$ cat src/rtl/seqwin_check.sv
module seqwin_check #(
  parameter int SEQ_W = 8
) (
  input  logic             clk,
  input  logic             rst_n,
  input  logic             link_reset,
  input  logic             frm_valid,
  input  logic [SEQ_W-1:0] frm_seq,
  output logic             accept,
  output logic             rej_dup,
  output logic             rej_integ,
  output logic [SEQ_W-1:0] psn
);
  localparam logic [SEQ_W-1:0] ZERO = '0;
  localparam logic [SEQ_W-1:0] ONE  = SEQ_W'(1);
  localparam logic [SEQ_W-1:0] TOP  = '1;

  function automatic logic [SEQ_W-1:0] step_up(input logic [SEQ_W-1:0] v);
    return (v == TOP || v == ZERO) ? ONE : v + ONE;
  endfunction

  function automatic logic [SEQ_W-1:0] step_down(input logic [SEQ_W-1:0] v);
    if (v == ZERO)     return ZERO;
    else if (v == ONE) return TOP;
    else               return v - ONE;
  endfunction

  logic             synced;
  logic [SEQ_W-1:0] ahead1, ahead2, behind1, behind2;
  logic             in_window, is_stale, take;

  assign ahead1  = step_up(psn);
  assign ahead2  = step_up(ahead1);
  assign behind1 = step_down(psn);
  assign behind2 = step_down(behind1);

  assign in_window = (frm_seq == ahead1) || (frm_seq == ahead2);
  assign is_stale  = (psn != ZERO) &&
                     ((frm_seq == psn) || (frm_seq == behind1) || (frm_seq == behind2));
  assign take      = !synced || (frm_seq == ZERO) || in_window;

  always_ff @(posedge clk or negedge rst_n) begin
    if (!rst_n) begin
      synced    <= 1'b0;
      psn       <= ZERO;
      accept    <= 1'b0;
      rej_dup   <= 1'b0;
      rej_integ <= 1'b0;
    end else begin
      accept    <= 1'b0;
      rej_dup   <= 1'b0;
      rej_integ <= 1'b0;
      if (link_reset) begin
        synced <= 1'b0;
      end else if (frm_valid) begin
        if (take) begin
          accept <= 1'b1;
          psn    <= frm_seq;
          synced <= 1'b1;
        end else if (is_stale) begin
          rej_dup <= 1'b1;
        end else begin
          rej_integ <= 1'b1;
        end
      end
    end
  end
endmodule


$ cat config.mk
export PLATFORM = sky130hd
export DESIGN_NAME = seqwin_check
export DESIGN_NICKNAME = d
export VERILOG_FILES = /design/src/rtl/seqwin_check.sv
export SDC_FILE = /design/constraint.sdc
export NUM_CORES = 1
export LEC_CHECK = 0
export ABC_CLOCK_PERIOD_IN_PS = 5500
export CELL_PAD_IN_SITES_DETAIL_PLACEMENT = 0
export CELL_PAD_IN_SITES_GLOBAL_PLACEMENT = 1
export CORE_MARGIN = 2
export CORE_UTILIZATION = 44
export DETAILED_ROUTE_END_ITERATION = 8
export GPL_ROUTABILITY_DRIVEN = 0
export GPL_TIMING_DRIVEN = 1
export HOLD_SLACK_MARGIN = 0.06
export PLACE_DENSITY_LB_ADDON = 0.1
export SETUP_SLACK_MARGIN = 0.4
export SLEW_MARGIN = 20
export SYNTH_ARGS = -nofsm -noshare
export SYNTH_HDL_FRONTEND = slang
export SYNTH_SLANG_ARGS = --single-unit
$ cat constraint.sdc
create_clock -name clk -period 5.5 [get_ports clk]
set_clock_uncertainty 0.15 [all_clocks]
set_input_delay 1.1 -clock clk [delete_from_list [all_inputs] [get_ports clk]]
set_output_delay 1.1 -clock clk [all_outputs]
set_load 0.01 [all_outputs]
* After elaboration in Yosys (flattened, before gate mapping) *
Cells that the tools add are included.

storage, ports and cells
  register bits = 12
  bits of input ports = 12
  output and inout port bits = 11
  logic and storage cells = 57

operators by class
  add/sub/neg operators = 4
  equal/unequal tests = 9
  muxes and demuxes = 20
  bitwise operators = 1
  reduce and logical (&&, ||, !) cells = 18

operators with widths
  cell                                                                 count
  8-bit two-way mux                                                    6
  8-bit == test                                                        5
  8-bit logical NOT                                                    4
  8-bit by 1-bit adder with 8-bit output (second input constant)       2
  8-bit by 1-bit == test with 1-bit output (second input constant)     2
  8-bit == test (second input constant)                                2
  8-bit by 1-bit subtractor with 8-bit output (second input constant)  2
  1-bit two-way mux                                                    14
  8-bit nonzero test                                                   1
  1-bit logical OR                                                     7
  2-bit nonzero test                                                   2
  3-bit AND reduction                                                  1
  2-bit AND reduction                                                  1
  1-bit logical AND                                                    1
  1-bit logical NOT                                                    1
  1-bit NOT                                                            1

* Depth between registers and ports, before layout *
  depth after elaboration = 13
  depth in mapped cells = 17
  mapped depth without buffers = 16

* Worst setup path before layout *
OpenSTA, ideal clock, no wires.

  path type = register to register
  from = register psn[0]
  to = register psn[7]
  library setup time = 0.125 ns
  arrival = 3.837 ns
  data required time = 5.225 ns
  path slack = 1.388 ns
  cell stages (with the launch flop) = 17
  buffers on the path = 1
  clock period less this slack = 4.112 ns
  path through = dfrtp_1 -> buf_2 -> inv_1 -> ha_1 -> or3b_2 -> nor2_4 -> nor2_2 -> nand2_1 -> inv_1 -> ha_1 -> or4_1 -> a21oi_1 -> a2bb2oi_1 -> o2bb2ai_2 -> o211ai_2 -> o31ai_4 -> mux2_4

on the way
  word-level cells in the longest chain between the ends = 10
  elaborated cells on any way between the ends = 15
  classes of those cells = 2 x add/sub; 4 x eq/ne; 2 x mux; 7 x reduce/logical

ends and longest elaborated chain
  element                                                                                         line  source
  from (decl)                                                                                     12    output logic [SEQ_W-1:0] psn
  from (signal assigned)                                                                          58    psn <= frm_seq;
  parallel branches: the longest is 2 deep, another holds 8-bit by 1-bit adder with 8-bit output  n/a
  8-bit two-way mux (*)                                                                           19    return (v == TOP || v == ZERO) ? ONE : v + ONE;
  parallel branches: the longest is 4 deep, another holds 8-bit by 1-bit adder with 8-bit output  n/a
  1-bit logical OR (*)                                                                            37    assign in_window = (frm_seq == ahead1) || (frm_seq == ahead2);
  1-bit logical OR (*)                                                                            40    assign take = !synced || (frm_seq == ZERO) || in_window;
  3-bit AND reduction (no source line) (*)                                                        n/a

Every way passes the cells marked *.
A chain may end at the register's enable or synchronous reset.

* Worst setup path in the final report *
  from = register psn[0]
  to = register psn[1]

The elaborated chain is that of the path after synthesis.

==> key figures <==
Timing
  – Worst-Margin Slew: 0.791 ns
  – Slew Limit Headroom: 0.471
  – Worst hold slack: 0.358 ns
  – Max Slew Vio Count: 0
  – Total Negative Setup Slacks: 0 ns
  – F_max: 217 MHz
  – Final Critical Period: 4.60 ns
  – # setup viols final: 0
  – RSZ-0062 raised after global routing: no
  – Period utilisation layout: 0.837
  – Hold Vio Cnt, Final: 0

Placement
  – IO Port Bufs: 22
  – Placed Area: 2730 sq um
  – Placed wire-length estimate: between 5000 and 6000 microns

Synthesis
  – Post-synth top area cell: dfrtp_1
  – Ys flop type: dfrtp_1
  – Mean Syn Cell Area: 7.50 sq um
  – Post-synthesis sequential area ratio: 0.120
  – Syn nets: 355
  – Yosys warning count: 0
  – EDFF count, synth: 0
  – Ys async rst share: 1.00
  – Largest cells by area after synthesis: dfrtp_1 (12%), xnor2_1 (6.3%), xor2_1 (4.9%), ha_1 (4.5%), nand2_1 (4.5%)
  – Post-synth top cells: nand2_1 (30), xnor2_1 (18), nand3_1 (15), nor2_1 (15), o21ai_0 (15)
  – Mapped cell area: 2500 sq um
  – Post-synth cell types: 78
  – Post-synthesis sequential element count: 12
  – Syn Inst Count: 334
  – Share of the synthesized area in the top cell type: 0.120
  – Count leader, synth: nand2_1

Setup path
  – CP endpoint kind: register
  – Worst r2r src: psn[0]
  – Critical path type: register to register
  – Crit path max fanout: 13
  – CP Launch Type: register
  – Critical Path Start: psn[0]
  – CP arrival: around 4.6 ns
  – Required time worst endpoint: roughly 5.5 ns

Global route
  – Grt met2 use: 0.469
  – Global route overflow: 0
  – Number of global-route vias before repair: 2492
  – Met3 Track Usage GR: 0.0192
  – Grt peak-use layer: met2
  – Gr usage total: 0.261
  – Global-route met1 utilization: 0.342
  – Largest net degree at the start of global routing: 22
  – Initial antenna violation count: 0
  – First-pass GRT wire length: 13000 microns

Floorplanning
  – Initial Util: 0.455
  – Io pins: 23
  – Site Rows: 27
  – Die W: 79.4 microns
  – DIE AREA: approximately 6300 sq um
  – Area of the core: 5510 sq um
  – Vert. Die Dim: 79.4 microns

Layout
  – Total Nets Final: 360
  – Register area: 300 sq um
  – Layout area overhead: 11.1%
  – Layout fillers: roughly 550
  – Diode count: 0
  – Layout Utilization: 0.505
  – Area of the multi-input gates: 2030 sq um
  – Fin area: between 2000 and 3000 sq um
  – Layout cell share with drive strength beyond 1: 0.121

Route
  – TritonRoute pass-1 iters: 4
  – Initial drt markers: 244
  – Routed Antenna Nets: 0
  – WL final: 7900 microns
  – Vias: 2636
  – Routed vias/inst: ~6.4
  – DRC: 0
  – Post-DR wirelength/cell: 19.3 microns

Clock tree
  – Maximum root-to-sink buffer count: 2
  – Postcts setup bufs: 0
  – CTS Root Buffer Type: clkbuf_8
  – TritonCTS Sinks: 12
  – CTS tree: done
  – H-tree Lvls: 1
  – Total CTS buffers: 3
  – Clk slew on worst S/H paths: approximately 0.060 ns
  – Post-CTS Resized: 0
  – Clock Latency Late Sink: 0.25 ns
  – Cts hold-fix bufs: 0

Worst hold path
  – Hold WC Path Type: register to register
  – Hold Path Origin: synced

Job
  – Max_cap viols: 0

Power and ir drop
  – Worst vdd ir: 165 uV
  – Pwr/cell area: 305 nW/um^2
  – Pleak: 1.07 nW
  – Pwr Total: 0.850 mW

Status
  – Status: complete, no violations
==> path summary, 6_finish.rpt <==
check	slack, ns	endpoint	depth (start not counted)
min	0.36	synced	2
max in group asynchronous	3.73	psn[1]	1
max	0.90	psn[1]	15
min reg2reg	0.36	synced	2
max reg2reg	0.90	psn[1]	15
min in group asynchronous	1.08	psn[4]	1
==> report_power, final <==
part           switching, mW  total (mW)  internal (mW)
Combinational          0.342       0.603          0.261
Sequential            0.0459       0.146          0.100
Clock                 0.0369       0.100         0.0634
==> critical path, cell delays in order (launching register included) <==
cell	delay, ns
dfrtp_1	0.49
inv_1	0.19
ha_1	0.25
or3b_2	0.51
nor2_4	0.29
nor2_2	0.14
nand2_1	0.12
inv_1	0.05
ha_1	0.20
or4_1	0.55
a21oi_1	0.18
a2bb2oi_1	0.10
o2bb2ai_2	0.15
o211ai_2	0.15
o31ai_4	0.62
mux2_4	0.35
==> cells by family (layout without fill, tap and decap cells) <==
kind of cell             Yosys count  after routing  share of synthesized area
AO/OA/AOI/OAI                     98             98                      0.293
flip-flops                        12             12                      0.120
XOR/XNOR                          33             33                      0.121
AND/OR/NAND/NOR                  132            132                      0.299
adder cells (fa/ha/maj)            9              9                     0.0450
buffers and inverters             40             44                     0.0690
multiplexers                      10             10                     0.0520
==> area by class of cell <==
class                   instances  share of cell area
inverters                      13              0.0175
flip-flops and latches         12               0.108
repair buffers                 27              0.0926
multi-input cells             282               0.730
clock buffers                   4              0.0198
well taps                      72              0.0324
==> sequential cells by signal (all words and copies together), names as in the netlist <==
signal,cells
synced,1
rej_integ,1
rej_dup,1
accept,1
psn,8
==> layer usage <==
metal / wire, microns / vias up
li1: - / 1254
met5: 0 / -
met1: 3560 / 1293
met3: 306 / 12
met2: 3930 / 77
met4: 106 / 0
==> cells in the final DEF, fill, tap and decap left out, types with 4 or more instances in the layout <==
cell             Yosys  routed
nor3_1               7       7
xor2_1              14      14
nand2b_1             6       6
and3_1               6       6
mux2i_1              4       4
a211o_1              4       4
o211ai_1             5       5
a31oi_1              7       7
clkbuf_8             0       4
clkdlybuf4s50_1      0      22
nand3_1             15      15
and2_1               4       4
xnor2_1             18      18
nor4_1               8       8
o31ai_1              4       4
a21oi_1             10      10
o21ai_1              5       5
inv_1               10      10
nand3b_1             4       4
ha_1                 9       9
or4_1                5       5
nor2b_1              4       4
nor2_1              15      15
o21ai_0             15      15
dfrtp_1             12      12
nand2_1             30      30
mux2_4               6       6
or3_1                4       4
buf_4                1       5
a22oi_1              5       5
==> metrics by stage <==
step / worst slack (ns) / instances
CTS: 0.907 / 410
detailed placement: 0.925 / 406
finish: 0.895 / 410
global route: 0.616 / 410
global placement: 1.08 / 406
floorplan: 1.39 / 334
(Power assumes the default switching activity.)
